==> src/rtl/opseq_pkg.sv <==
package opseq_pkg;

  localparam int unsigned NCH      = 2;
  localparam int unsigned CH_RATIO = 0;
  localparam int unsigned CH_VID   = 1;

  typedef enum logic [2:0] {
    ST_IDLE_HI   = 3'd0,
    ST_ENT_RATIO = 3'd1,
    ST_ENT_VID   = 3'd2,
    ST_IDLE_LO   = 3'd3,
    ST_EXI_VID   = 3'd4,
    ST_EXI_RATIO = 3'd5
  } seq_st_e;

  function automatic logic is_entering(seq_st_e s);
    return (s == ST_ENT_RATIO) || (s == ST_ENT_VID);
  endfunction

  function automatic logic is_exiting(seq_st_e s);
    return (s == ST_EXI_VID) || (s == ST_EXI_RATIO);
  endfunction

endpackage

==> src/rtl/opseq_chan.sv <==
// One step channel: raises req on start, ends on ack or on settle count.
module opseq_chan #(
  parameter int unsigned CNT_W = 8
) (
  input  logic             clk,
  input  logic             rst_n,
  input  logic             wait_ack,
  input  logic [CNT_W-1:0] settle,
  input  logic             start,
  input  logic             ack,
  output logic             req,
  output logic             fin
);

  logic             req_q, req_d;
  logic [CNT_W-1:0] cnt_q, cnt_d;
  logic             cnt_zero;
  logic             req_en, cnt_en;

  assign cnt_zero = (cnt_q == '0);
  assign fin      = req_q && (wait_ack ? ack : cnt_zero);
  assign req      = req_q;

  always_comb begin
    req_d  = req_q;
    cnt_d  = cnt_q;
    req_en = 1'b0;
    cnt_en = 1'b0;
    if (start) begin
      req_d  = 1'b1;
      cnt_d  = settle;
      req_en = 1'b1;
      cnt_en = 1'b1;
    end else if (fin) begin
      req_d  = 1'b0;
      req_en = 1'b1;
    end else if (req_q && !wait_ack && !cnt_zero) begin
      cnt_d  = cnt_q - 1'b1;
      cnt_en = 1'b1;
    end
  end

  always_ff @(posedge clk or negedge rst_n) begin
    if (!rst_n) begin
      req_q <= 1'b0;
    end else if (req_en) begin
      req_q <= req_d;
    end
  end

  always_ff @(posedge clk or negedge rst_n) begin
    if (!rst_n) begin
      cnt_q <= '0;
    end else if (cnt_en) begin
      cnt_q <= cnt_d;
    end
  end

endmodule

==> src/rtl/opseq_hold.sv <==
// Holds an opposite-direction request that arrives mid-sequence.
module opseq_hold
  import opseq_pkg::*;
(
  input  logic    clk,
  input  logic    rst_n,
  input  seq_st_e st,
  input  logic    enter_in,
  input  logic    exit_in,
  output logic    go_enter,
  output logic    go_exit,
  output logic    pend
);

  logic pend_q, pend_d, pend_en;
  logic opp_req, idle;

  assign idle    = (st == ST_IDLE_HI) || (st == ST_IDLE_LO);
  assign opp_req = (is_entering(st) && exit_in) || (is_exiting(st) && enter_in);

  assign go_enter = (st == ST_IDLE_HI) && (enter_in || pend_q);
  assign go_exit  = (st == ST_IDLE_LO) && (exit_in  || pend_q);
  assign pend     = pend_q;

  always_comb begin
    pend_d  = pend_q;
    pend_en = 1'b0;
    if (idle && pend_q) begin
      pend_d  = 1'b0;
      pend_en = 1'b1;
    end else if (opp_req) begin
      pend_d  = 1'b1;
      pend_en = 1'b1;
    end
  end

  always_ff @(posedge clk or negedge rst_n) begin
    if (!rst_n) begin
      pend_q <= 1'b0;
    end else if (pend_en) begin
      pend_q <= pend_d;
    end
  end

endmodule

==> src/rtl/opseq_ctrl.sv <==
// Step ordering: ratio then VID going down, VID then ratio going up.
module opseq_ctrl
  import opseq_pkg::*;
(
  input  logic           clk,
  input  logic           rst_n,
  input  logic           go_enter,
  input  logic           go_exit,
  input  logic [NCH-1:0] fin,
  output logic [NCH-1:0] start,
  output logic           ratio_sel,
  output logic           vid_sel,
  output logic           done,
  output seq_st_e        st
);

  seq_st_e st_q, st_d;
  logic    rsel_q, rsel_d;
  logic    vsel_q, vsel_d;
  logic    done_q, done_d;

  always_comb begin
    st_d   = st_q;
    rsel_d = rsel_q;
    vsel_d = vsel_q;
    done_d = 1'b0;
    start  = '0;
    unique case (st_q)
      ST_IDLE_HI: begin
        if (go_enter) begin
          st_d            = ST_ENT_RATIO;
          rsel_d          = 1'b1;
          start[CH_RATIO] = 1'b1;
        end
      end
      ST_ENT_RATIO: begin
        if (fin[CH_RATIO]) begin
          st_d          = ST_ENT_VID;
          vsel_d        = 1'b1;
          start[CH_VID] = 1'b1;
        end
      end
      ST_ENT_VID: begin
        if (fin[CH_VID]) begin
          st_d   = ST_IDLE_LO;
          done_d = 1'b1;
        end
      end
      ST_IDLE_LO: begin
        if (go_exit) begin
          st_d          = ST_EXI_VID;
          vsel_d        = 1'b0;
          start[CH_VID] = 1'b1;
        end
      end
      ST_EXI_VID: begin
        if (fin[CH_VID]) begin
          st_d            = ST_EXI_RATIO;
          rsel_d          = 1'b0;
          start[CH_RATIO] = 1'b1;
        end
      end
      ST_EXI_RATIO: begin
        if (fin[CH_RATIO]) begin
          st_d   = ST_IDLE_HI;
          done_d = 1'b1;
        end
      end
      default: begin
        st_d   = ST_IDLE_HI;
        rsel_d = 1'b0;
        vsel_d = 1'b0;
      end
    endcase
  end

  always_ff @(posedge clk or negedge rst_n) begin
    if (!rst_n) begin
      st_q   <= ST_IDLE_HI;
      rsel_q <= 1'b0;
      vsel_q <= 1'b0;
      done_q <= 1'b0;
    end else begin
      st_q   <= st_d;
      rsel_q <= rsel_d;
      vsel_q <= vsel_d;
      done_q <= done_d;
    end
  end

  assign ratio_sel = rsel_q;
  assign vid_sel   = vsel_q;
  assign done      = done_q;
  assign st        = st_q;

endmodule

==> src/rtl/opseq_top.sv <==
module opseq_top
  import opseq_pkg::*;
#(
  parameter int unsigned RATIO_W = 6,
  parameter int unsigned VID_W   = 8,
  parameter int unsigned CNT_W   = 8
) (
  input  logic               clk,
  input  logic               rst_n,
  input  logic [RATIO_W-1:0] cfg_ratio_hi,
  input  logic [RATIO_W-1:0] cfg_ratio_lo,
  input  logic [VID_W-1:0]   cfg_vid_hi,
  input  logic [VID_W-1:0]   cfg_vid_lo,
  input  logic [CNT_W-1:0]   cfg_settle,
  input  logic               cfg_wait_ack,
  input  logic               lp_enter,
  input  logic               lp_exit,
  output logic [RATIO_W-1:0] core_ratio,
  output logic               ratio_req,
  input  logic               ratio_ack,
  output logic [VID_W-1:0]   core_vid,
  output logic               vid_req,
  input  logic               vid_ack,
  output logic               seq_busy,
  output logic               seq_done,
  output logic               at_low
);

  seq_st_e        st;
  logic           go_enter, go_exit, pend;
  logic [NCH-1:0] start, fin, req, ack;
  logic           ratio_sel, vid_sel;

  assign ack[CH_RATIO] = ratio_ack;
  assign ack[CH_VID]   = vid_ack;

  opseq_hold u_hold (
    .clk      (clk),
    .rst_n    (rst_n),
    .st       (st),
    .enter_in (lp_enter),
    .exit_in  (lp_exit),
    .go_enter (go_enter),
    .go_exit  (go_exit),
    .pend     (pend)
  );

  opseq_ctrl u_ctrl (
    .clk       (clk),
    .rst_n     (rst_n),
    .go_enter  (go_enter),
    .go_exit   (go_exit),
    .fin       (fin),
    .start     (start),
    .ratio_sel (ratio_sel),
    .vid_sel   (vid_sel),
    .done      (seq_done),
    .st        (st)
  );

  for (genvar g = 0; g < NCH; g++) begin : g_chan
    opseq_chan #(.CNT_W(CNT_W)) u_chan (
      .clk      (clk),
      .rst_n    (rst_n),
      .wait_ack (cfg_wait_ack),
      .settle   (cfg_settle),
      .start    (start[g]),
      .ack      (ack[g]),
      .req      (req[g]),
      .fin      (fin[g])
    );
  end

  assign core_ratio = ratio_sel ? cfg_ratio_lo : cfg_ratio_hi;
  assign core_vid   = vid_sel   ? cfg_vid_lo   : cfg_vid_hi;
  assign ratio_req  = req[CH_RATIO];
  assign vid_req    = req[CH_VID];
  assign seq_busy   = !((st == ST_IDLE_HI) || (st == ST_IDLE_LO)) || pend;
  assign at_low     = (st == ST_IDLE_LO);

endmodule

==> config.mk <==
export PLATFORM = sky130hd
export DESIGN_NAME = opseq_top
export DESIGN_NICKNAME = d
export VERILOG_FILES = /design/src/rtl/opseq_pkg.sv /design/src/rtl/opseq_chan.sv /design/src/rtl/opseq_hold.sv /design/src/rtl/opseq_ctrl.sv /design/src/rtl/opseq_top.sv
export SDC_FILE = /design/constraint.sdc
export NUM_CORES = 1
export LEC_CHECK = 0
export ABC_AREA = 1
export CORE_MARGIN = 2
export CORE_UTILIZATION = 45
export DETAILED_ROUTE_END_ITERATION = 10
export PLACE_DENSITY = 0.8
export SKIP_CTS_REPAIR_TIMING = 1
export SYNTH_ARGS = -nofsm -noshare
export SYNTH_HDL_FRONTEND = slang
export SYNTH_SLANG_ARGS = --single-unit
export TNS_END_PERCENT = 100
==> constraint.sdc <==
create_clock -name clk -period 4.8 [get_ports clk]
set_clock_uncertainty 0.15 [all_clocks]
set_input_delay 0.96 -clock clk [delete_from_list [all_inputs] [get_ports clk]]
set_output_delay 0.96 -clock clk [all_outputs]
set_load 0.03 [all_outputs]
# Yosys cells after proc, flatten, opt, wreduce, memory -nomap -nowiden
# Cells that the tools add are included.
# word_totals
register_bits	25
wordCells	111
out_inout_bits	19
# op_classes
n_addsub	2
n_eq_ne	13
reduce_logical	40
n_mux	45
bitwise_logic	2
# ops
cell	n
two-way mux 8 bit	7
two-way mux 1 bit	25
two-way mux 3 bit	6
case mux 3 bit (6 select lines)	1
logical NOT 8 bit	2
subtractor 8 x 1 -> 8 bit (second input constant)	2
inequality test 2 x 1 -> 1 bit (second input constant)	7
AND reduction 3 bit	4
logical AND 1 bit	11
nonzero test 2 bit	5
OR reduction 4 bit	2
logical OR 1 bit	7
== test 3 x 2 -> 1 bit (second input constant)	2
== test 3 bit (second input constant)	2
two-way mux 6 bit	1
case mux 1 bit (2 select lines)	3
case mux 1 bit (3 select lines)	2
AND reduction 2 bit	3
AND reduction 6 bit	1
logical NOT 1 bit	4
== test 3 x 1 -> 1 bit (second input constant)	1
logical NOT 3 bit	1
inequality test 2 bit (second input constant)	1
inverter 1 bit	2

# Depth between registers and ports, before layout
# Gate-level depths: netlist of run 1.
# logic_depth
ltp_word	7
depth_mapped	11

# By module
# From an unflattened synthesis of run 1, not the netlist that was laid out.
# hier_totals
hier_cells	321
area_unflattened_um2	2138.3
# by_module_without_submodules
module	n_inst	seq_area_each_um2	area_each_um2	cells_each
opseq_chan	2	225.2	670.6	94
opseq_ctrl	1	150.1	470.5	62
opseq_top	1	0.0	221.5	52
opseq_hold	1	25.0	105.1	19

# Worst setup path after synthesis of run 1
# OpenSTA, ideal clock, no wires.
# synth_path
path_type	register to output
start	register u_ctrl.st_q[1], in the netlist u_ctrl.st[1]
end	output port seq_busy
required_time_ns	3.690
arrival_time_ns	1.396
path_stages_with_launch	5
path_slack_ns	2.294
path_buffers	1
cell_sequence	dfrtp_1 -> buf_2 -> nand2_1 -> nor2_2 -> o21ai_0
# synth_via
elab_chain_cells	4
# synth_lines
element	line_no	rtl
start, declared	opseq_ctrl.sv:17	seq_st_e st_q, st_d;
start signal, assigned	opseq_ctrl.sv:84	st_q <= st_d;
== test 3 x 2 -> 1 bit	n/a	
named net at_low	opseq_top.sv:26	output logic at_low
logical OR 1 bit	opseq_top.sv:78	assign seq_busy = !((st == ST_IDLE_HI) || (st == ST_IDLE_LO)) || pend;
logical NOT 1 bit	opseq_top.sv:78	
logical OR 1 bit	opseq_top.sv:78	
end, declared	opseq_top.sv:24	output logic seq_busy,
# The timed path passes the listed nets, and every way through them passes these cells.

# Worst setup path in the final report of run 1
# layout_path
start	input port cfg_vid_lo[6]
end	output port core_vid[6]
# layout_via
elab_chain_cells	1
# layout_lines
element	line_no	rtl
start, declared	opseq_top.sv:13	input logic [VID_W-1:0] cfg_vid_lo,
two-way mux 8 bit	opseq_top.sv:75	assign core_vid = vid_sel ? cfg_vid_lo : cfg_vid_hi;
end, declared	opseq_top.sv:21	output logic [VID_W-1:0] core_vid,
# Every way passes these cells.

==> metrics.yaml, run 1 <==
async_flop_share: 1.00
ant_nets: 0
worstPathCellList: "clkdlybuf4s50_1 -> mux2_2 -> clkdlybuf4s50_1"
cts_buffer_depth: 2
min_period_ns: 3.33
tns_ns: 0
synth.area.top_cells: "dfrtp_1, nand2_1, nand3_1"
swShare: 0.485
yosysMostFrequentCell: "nand2_1"
dpl.hpwl_mm: 3.39
ff2ff_path_depth: 9
layout-drive-gt1-share: 0.111
totalWireLength_mm: 4.40
intPower_uw: 764
synth_top_area_share: 0.355
cts_tree: "built"
final-seq-area_um2: 626
fin_cells: 344
worstHoldPathCells: 2
netlist_area_um2: 1760
holdPathEnd: "g_chan[0].u_chan.cnt_q[1]"
rsz0062_at_grt: "false"
max_freq_ghz: 0.300
worstPathRequired_ns: 3.69
period_share: 0.695
synthDistinctLibCells: 27
power_mw: 1.48
area_growth_pct: 39.3
antennaDiodeCount: 0
r2r_slack_ns: 2.82
max_stage_delay_ns: 0.67
start_kind: "input port"
endpoint_kind: "primary output"
slew_violations: 0
remaining_drc_errors: 0
grt_pass1_wl_mm: 7.08
dr.pass1.iters: 4
p_switching_uw: 720
synth_top_flop_cell: "dfrtp_1"
std_cell_rows: 22
status: "finished, final reports clean"
path_common_cell: "clkdlybuf4s50_1"
netlist.top_cell.by_area: "dfrtp_1"
synth.avg_cell_area_um2: 7.50
max_cap_viol_count: 0
grt_pass1_vias: 1601
path_buf_inv: 2
htree_levels: 1
setup_viol_count_final: 0
slew_headroom: 0.708
overflow: 0
vdd_drop_max_mv: 0.261
coreArea_um2: 3720
hold_viol: 0
timing.rr.start: "g_chan[0].u_chan.cnt_q[0]"
critPathMaxFanout: 1
clock-root-buffer: "clkbuf_8"
p_leak_nw: 1.13
p_comb_frac: 0.624
port_buffers: 61
wl_per_cell_um: 12.8
clk_pin_slew_ns: 0.09
multi_input_area_um2: 1030
syn_inst: 235
power_frac_seq: 0.289
drt_iter0_markers: 115
ys_ff_latch: 25
power_density_nw_per_um2: 605
worst_pin_slew_ns: 0.437
ios: 62
grt_usage: 0.210
hold_path_startpoint: "g_chan[0].u_chan.cnt_q[1]"
cp_slowest_cell: "clkdlybuf4s50_1"
antenna_found_initial: 0
n_fill_cell: 333
crit_arrival_ns: 2.22
grt_max_degree: 25
dp.cells: 340
path_delay_family: "buffers and inverters"
cts.sinks: 25
die_h_um: 66.6
routabilityCongestion: 0.913
synth_edf_count: 0
viasPerCell: 5.09
ys_warn_count: 0
start_util: 0.474
timing.rr.end: "g_chan[1].u_chan.cnt_q[1]"
synth_commonest_cells: "nand2_1, nand3_1, dfrtp_1"
layout.nets: 344
cts-buffers-inserted: 3
synth.net_count: 282
p_clk_frac: 0.087
vias: 1750
clock_latency_ns: 0.27
synth.yosys.seq_area_share: 0.355
fp.dieArea_um2: 4430
path_class: "input port to primary output"
min_path_type: "flip-flop to flip-flop"
die-width_um: 66.6
## sequential cells by signal (all words and copies together) (netlist names)
name,flops
g_chan.u_chan.cnt_q,16
g_chan.u_chan.req,2
u_ctrl.done,1
u_ctrl.ratio_sel,1
u_ctrl.st,3
u_ctrl.vid_sel,1
u_hold.pend,1
## tightest hold or removal path, stage by stage, from the launching register on
cell,delay [ns]
dfrtp_1,0.35
nand2_1,0.06
nand3_1,0.08
## routing by layer
layer / vias up / track usage / wire (um)
li1: 883 / - / -
met1: 812 / 0.261 / 1970
met2: 51 / 0.365 / 2110
met3: 4 / 0.0389 / 274
met4: 0 / 0.0689 / 53
met5: - / 0 / 0
## stage by stage
stage          worst slack [ns]  hold WS [ns]  utilization  cell area [um^2]
2_1_floorplan              2.29         0.315            -              1760
3_3_place_gp               1.47         0.335        0.648              2410
3_5_place_dp               1.46         0.351        0.648              2410
4_1_cts                    1.45         0.374        0.660              2450
5_1_grt                    1.43         0.408        0.660              2450
6_report                   1.47         0.371        0.660              2450
## layout make-up
| type | count | share of cell area |
|---|---|---|
| tap | 48 | 0.0245 |
| timing repair buffer | 62 | 0.252 |
| clock buffer | 4 | 0.0184 |
| inverter | 20 | 0.0316 |
| multi-input combinational | 185 | 0.419 |
| sequential | 25 | 0.255 |
## power by group through the flow
stage          Sequential (mW)  Clock, mW  Combinational, mW
3_5_place_dp             0.431          0              0.925
4_1_cts                  0.427      0.133              0.933
6_report                 0.429      0.129              0.927
3_3_place_gp             0.429          0              0.909
5_1_grt                  0.443      0.143               1.04
2_1_floorplan            0.406          0              0.702
## cell families after synthesis
| family | count (synthesis) | share of synthesized area |
|---|---|---|
| xor gates and xnor gates | 13 | 0.0646 |
| muxes | 14 | 0.0895 |
| DFF | 25 | 0.355 |
| AOI/OAI and AO/OA | 17 | 0.0604 |
| adders and majority gates | 4 | 0.0284 |
| and+or+nand+nor | 137 | 0.340 |
| buffers and inverters | 25 | 0.0618 |
## worst max-delay path by stage
stage	from	end	slack, ns	depth (start not counted)
final	cfg_vid_lo[6]	core_vid[6]	1.47	3
after global routing	cfg_ratio_lo[1]	core_ratio[1]	1.43	3
after CTS	cfg_vid_lo[6]	core_vid[6]	1.45	3
after detailed placement	cfg_vid_hi[6]	core_vid[6]	1.46	3
after global placement	cfg_vid_lo[5]	core_vid[5]	1.47	3
after floorplan	u_ctrl.st[1]	seq_busy	2.29	4
## layout by cell type (no fill, tap or decap)
cell,n
nand2_1,68
clkdlybuf4s50_1,61
nand3_1,34
dfrtp_1,25
inv_1,18
nor2_1,18
mux2_2,14
o21ai_0,9
nor2_2,8
xor2_1,7
xnor2_1,6
nor3_1,5
ha_1,4
a21oi_1,3
clkbuf_8,3
nand3b_1,2
o21ai_2,1
nand2_2,1
o21ai_4,1
o21ai_1,1
inv_2,1
inv_4,1
a21oi_2,1
nand3_2,1
a22oi_1,1
clkbuf_1,1
buf_4,1
(Power assumes the default switching activity.)
==> run 2, diff against run 1 <==
--- a/config.mk
+++ b/config.mk
@@ -7,9 +7,9 @@
 export LEC_CHECK = 0
 export ABC_AREA = 1
 export CORE_MARGIN = 2
-export CORE_UTILIZATION = 45
+export CORE_UTILIZATION = 41
 export DETAILED_ROUTE_END_ITERATION = 10
-export PLACE_DENSITY = 0.8
+export PLACE_DENSITY = 0.77
 export SKIP_CTS_REPAIR_TIMING = 1
 export SYNTH_ARGS = -nofsm -noshare
 export SYNTH_HDL_FRONTEND = slang
==> constraint.sdc (replaced) <==
create_clock -name clk -period 2.99 [get_ports clk]
set_clock_uncertainty 0.15 [all_clocks]
set_input_delay 0.598 -clock clk [delete_from_list [all_inputs] [get_ports clk]]
set_output_delay 0.598 -clock clk [all_outputs]
set_load 0.03 [all_outputs]
==> run 2 against run 1 <==
Die area up 9.2%. First-iteration DRC count down 10%. Via count down 2.6%. Combinational power up 61%. Largest cell class unchanged.
==> metrics.yaml, run 2 (same netlist as run 1, synthesis figures left out) <==
coreArea_um2: 4060  # was 3720 um^2
start_kind: "input port"  # unchanged
max_stage_delay_ns: 0.67  # about the same
path_common_cell: "clkdlybuf4s50_1"  # unchanged
endpoint_kind: "primary output"  # unchanged
port_buffers: 61  # unchanged
viasPerCell: 4.92  # was 5.09
remaining_drc_errors: 0  # unchanged
cts_tree: "built"  # unchanged
slew_headroom: 0.709  # was 0.708
cts-buffers-inserted: 3  # unchanged
fp.dieArea_um2: 4840  # was 4430 um^2
clock-root-buffer: "clkbuf_8"  # unchanged
final_common_cell: "nand2_1"  # unchanged
overflow: 0  # unchanged
power_mw: 2.38  # was 1.48 mW
routabilityCongestion: 0.865  # was 0.913
dr.pass1.iters: 4  # unchanged
ant_nets: 0  # unchanged
max_cap_viol_count: 0  # unchanged
vdd_drop_max_mv: 0.353  # was 0.261 mV
totalWireLength_mm: 4.37  # was 4.40 mm
start_util: 0.434  # was 0.474
grt_usage: 0.181  # was 0.210
ios: 62  # unchanged
p_clk_frac: 0.088  # was 0.087
grt_max_degree: 26  # was 25
die-width_um: 69.6  # was 66.6 um
min_period_ns: 2.63
wl_per_cell_um: 12.6  # was 12.8 um
path_class: "input port to primary output"  # unchanged
vias: 1704  # was 1750
status: "finished, final reports clean"  # unchanged
worstPathRequired_ns: 2.24  # was 3.69 ns
max_freq_ghz: 0.380
crit_arrival_ns: 1.88  # was 2.22 ns
tns_ns: 0  # unchanged
p_switching_mw: 1.15  # was 720 uW
path_buf_inv: 2  # unchanged
grt_pass1_wl_mm: 7.30  # was 7.08 mm
layout_common_cells: "nand2_1, clkdlybuf4s50_1, nand3_1"  # unchanged
area_growth_pct: 39.4  # was 39.3%
antenna_found_initial: 0  # unchanged
die_h_um: 69.6  # was 66.6 um
antennaDiodeCount: 0  # unchanged
worst_pin_slew_ns: 0.435  # was 0.437 ns
largest_register_ffs: 16  # unchanged
cp_slowest_cell: "clkdlybuf4s50_1"  # unchanged
hold_viol: 0  # unchanged
worstPathCellList: "clkdlybuf4s50_1 -> mux2_2 -> clkdlybuf4s50_1"  # unchanged
setup_viol_count_final: 0  # unchanged
drt_iter0_markers: 103  # was 115
intPower_mw: 1.23  # was 764 uW
clk_pin_slew_ns: 0.09  # about the same
dpl.hpwl_mm: 3.40  # was 3.39 mm
p_leak_nw: 1.13  # unchanged
holdWs_ns: 0.354  # was 0.371 ns
htree_levels: 1  # unchanged
p_comb_frac: 0.625  # was 0.624
slew_violations: 0  # unchanged
largest-register: "g_chan.u_chan.cnt_q"  # unchanged
layout-drive-gt1-share: 0.111  # unchanged
path_delay_family: "buffers and inverters"  # unchanged
std_cell_rows: 23  # was 22
rsz0062_at_grt: "false"  # unchanged
clock_latency_ns: 0.27  # about the same
power_frac_seq: 0.287  # was 0.289
swShare: 0.484  # was 0.485
layout.nets: 344  # unchanged
critPathMaxFanout: 1  # unchanged
power_density_nw_per_um2: 969  # was 605 nW/um^2
grt_pass1_vias: 1608  # was 1601
cts_buffer_depth: 2  # unchanged
cts.sinks: 25  # unchanged
period_share: 0.880
min_path_type: "flip-flop to flip-flop"  # unchanged
r2r_slack_ns: 0.98  # was 2.82 ns
==> run 2: cell counts in the layout (fill, tap and decap cells not counted) <==
Identical to the previous run, type by type.
==> run 2: final cells by class <==
class / count / area [um^2]
fillers: 386 / 1600
clock buffers: 4 / 45.0
inverters: 20 / 77.6
flip-flops and latches: 25 / 626
repair buffers: 62 / 618
well taps: 50 / 62.6
multi-input cells: 185 / 1030
==> run 2: final timing paths <==
| check | startpoint | endpoint | cells after the start |
|---|---|---|---|
| max | cfg_vid_hi[7] | core_vid[7] | 3 |
| min | g_chan[0].u_chan.cnt_q[1] | g_chan[0].u_chan.cnt_q[1] | 2 |
| max reg2reg | g_chan[0].u_chan.cnt_q[0] | g_chan[1].u_chan.cnt_q[6] | 9 |
| min reg2reg | g_chan[0].u_chan.cnt_q[1] | g_chan[0].u_chan.cnt_q[1] | 2 |
| max in group asynchronous | rst_n | u_ctrl.st[0] | 2 |
| min in group asynchronous | rst_n | g_chan[0].u_chan.cnt_q[0] | 2 |
==> run 2: per-stage QoR <==
step	std cells	cell area, um^2	util	setup WS (ns)
finish	346	2460	0.605	0.359
global route	346	2460	0.605	0.262
CTS	346	2460	0.605	0.350
detailed placement	342	2410	0.594	0.350
global placement	342	2410	0.594	0.384
floorplan	235	1760	-	0.846
==> run 2: metal layers <==
layer  track usage  share of wire  vias up
met4        0.0414         0.0087        0
met5             0              0        -
met3        0.0262          0.044        4
met2         0.312           0.49       40
li1              -              -      883
met1         0.238           0.46      777
==> run 2: power by group through the flow <==
| stage | Clock [mW] | Sequential, mW | Combinational [mW] |
|---|---|---|---|
| final | 0.208 | 0.684 | 1.49 |
| after global routing | 0.225 | 0.712 | 1.64 |
| after CTS | 0.212 | 0.682 | 1.50 |
| after detailed placement | 0 | 0.688 | 1.49 |
| after global placement | 0 | 0.687 | 1.46 |
| after floorplan | 0 | 0.651 | 1.13 |
==> run 2: worst register-to-register path, cell delays in order (launching register included) <==
cell	delay, ns
dfrtp_1	0.38
inv_1	0.13
ha_1	0.17
nand2_1	0.08
o21ai_4	0.17
nand3_1	0.13
nand2_1	0.36
nor2_2	0.15
nand2_1	0.09
nand3_1	0.07
==> run 3, diff against run 2 <==
--- a/config.mk
+++ b/config.mk
@@ -9,7 +9,7 @@
 export CORE_MARGIN = 2
 export CORE_UTILIZATION = 41
 export DETAILED_ROUTE_END_ITERATION = 10
-export PLACE_DENSITY = 0.77
+export PLACE_DENSITY = 0.8
 export SKIP_CTS_REPAIR_TIMING = 1
 export SYNTH_ARGS = -nofsm -noshare
 export SYNTH_HDL_FRONTEND = slang
==> run 3 against run 2 <==
Worst setup slack got worse by 0.0042 ns. Global-route usage increased by 0.55 points. Sequential share of layout area unchanged. Via count increased by 3.3%. Utilization unchanged. Combinational power about the same. Routed wire length increased by 0.82%. Worst hold slack improved by 0.0049 ns. Fmax decreased by 0.16%. Non-clock buffer count unchanged.
==> metrics.yaml, run 3 (same netlist as run 1, synthesis figures left out) <==
slew_violations: 0  # unchanged
wl_per_cell_um: 12.7  # was 12.6 um
cts.sinks: 25  # unchanged
worstHoldPathCells: 2  # unchanged
final_common_cell: "nand2_1"  # unchanged
min_path_type: "flip-flop to flip-flop"  # unchanged
clock_latency_ns: 0.27  # about the same
endpoint_kind: "primary output"  # unchanged
cts-buffers-inserted: 3  # unchanged
remaining_drc_errors: 0  # unchanged
totalWireLength_mm: 4.40  # was 4.37 mm
cp_slowest_cell: "clkdlybuf4s50_1"  # unchanged
power_density_nw_per_um2: 970  # was 969 nW/um^2
worstPathRequired_ns: 2.24  # about the same
slew_headroom: 0.704  # was 0.709
critPathMaxFanout: 1  # unchanged
antennaDiodeCount: 0  # unchanged
hold_path_startpoint: "g_chan[0].u_chan.cnt_q[1]"  # unchanged
start_kind: "input port"  # unchanged
routabilityCongestion: 0.903  # was 0.865
status: "finished, final reports clean"  # unchanged
max_stage_delay_ns: 0.67  # about the same
cts_tree: "built"  # unchanged
die_h_um: 69.6  # unchanged
start_util: 0.434  # unchanged
clk_pin_slew_ns: 0.09  # about the same
layout-drive-gt1-share: 0.111  # unchanged
max_freq_ghz: 0.380  # about the same
dpl.hpwl_mm: 3.45  # was 3.40 mm
grt_usage: 0.186  # was 0.181
timing.rr.end: "g_chan[1].u_chan.cnt_q[2]"  # was g_chan[1].u_chan.cnt_q[6]
htree_levels: 1  # unchanged
rsz0062_at_grt: "false"  # unchanged
path_common_cell: "clkdlybuf4s50_1"  # unchanged
coreArea_um2: 4060  # unchanged
worst_slack_ns: 0.355  # was 0.359 ns
viasPerCell: 5.09  # was 4.92
r2r_slack_ns: 0.98  # about the same
drt_iter0_markers: 60  # was 103
layout_common_cells: "nand2_1, clkdlybuf4s50_1, nand3_1"  # unchanged
largest-register: "g_chan.u_chan.cnt_q"  # unchanged
die-width_um: 69.6  # unchanged
min_period_ns: 2.63  # about the same
timing.rr.start: "g_chan[0].u_chan.cnt_q[0]"  # unchanged
crit_arrival_ns: 1.89  # was 1.88 ns
worstPathCellList: "clkdlybuf4s50_1 -> mux2_2 -> clkdlybuf4s50_1"  # unchanged
period_share: 0.881  # was 0.880
grt_pass1_wl_mm: 7.46  # was 7.30 mm
place_ws_ns: 0.349  # was 0.350 ns
max_cap_viol_count: 0  # unchanged
grt_max_degree: 26  # unchanged
holdPathEnd: "g_chan[0].u_chan.cnt_q[1]"  # unchanged
largest_register_ffs: 16  # unchanged
hold_viol: 0  # unchanged
dr.pass1.iters: 7  # was 4
multi_input_area_um2: 1030  # unchanged
ios: 62  # unchanged
final-seq-area_um2: 626  # unchanged
worst_pin_slew_ns: 0.443  # was 0.435 ns
cts_buffer_depth: 2  # unchanged
p_leak_nw: 1.13  # unchanged
area_growth_pct: 39.4  # unchanged
ff2ff_path_depth: 9  # unchanged
vdd_drop_max_mv: 0.554  # was 0.353 mV
std_cell_rows: 23  # unchanged
n_fill_cell: 385  # was 386
ant_nets: 0  # unchanged
antenna_found_initial: 0  # unchanged
fp.dieArea_um2: 4840  # unchanged
path_class: "input port to primary output"  # unchanged
overflow: 0  # unchanged
grt_pass1_vias: 1705  # was 1608
vias: 1760  # was 1704
port_buffers: 61  # unchanged
clock-root-buffer: "clkbuf_8"  # unchanged
tns_ns: 0  # unchanged
setup_viol_count_final: 0  # unchanged
layout.nets: 344  # unchanged
## run 3: cell counts in the layout (fill, tap and decap cells not counted)
No cell type changed its count.
## run 3: cell type report
cell class,instances,area share
Multi-Input combinational cell,185,0.418
Sequential cell,25,0.255
Timing Repair Buffer,62,0.252
Inverter,20,0.0316
Tap cell,50,0.0255
Clock buffer,4,0.0183
## run 3: power by group
group          switching [mW]  internal (mW)
clock network           0.109         0.0955
logic                   0.862          0.628
registers               0.184          0.504
total                    1.15           1.23
## run 3: per-stage QoR
stage / instance area (um^2) / hold WS (ns) / utilization / std cells / power, mW
6_report: 2460 / 0.359 / 0.605 / 346 / 2.38
3_5_place_dp: 2410 / 0.338 / 0.594 / 342 / 2.18
5_1_grt: 2460 / 0.379 / 0.605 / 346 / 2.60
2_1_floorplan: 1760 / 0.152 / - / 235 / 1.78
3_3_place_gp: 2410 / 0.330 / 0.594 / 342 / 2.14
4_1_cts: 2460 / 0.360 / 0.605 / 346 / 2.39
## run 3: layer usage
layer	track usage	wire, um
met4	0.0588	54
met1	0.222	1760
met2	0.335	2260
met5	0	0
met3	0.0349	325
## run 3: worst max-delay path: cells and delay by family
kind	cells	cell delay (ns)
multiplexers	1	0.16
buffers and inverters	2	1.14
## run 3: how the worst max path moves through the flow
stage                             start           to  cells after the start
after CTS                 cfg_vid_hi[2]  core_vid[2]                      3
after detailed placement  cfg_vid_hi[2]  core_vid[2]                      3
after floorplan            u_ctrl.st[1]     seq_busy                      4
final                     cfg_vid_hi[2]  core_vid[2]                      3
after global placement    cfg_vid_lo[0]  core_vid[0]                      3
after global routing       u_ctrl.st[1]     seq_busy                      5
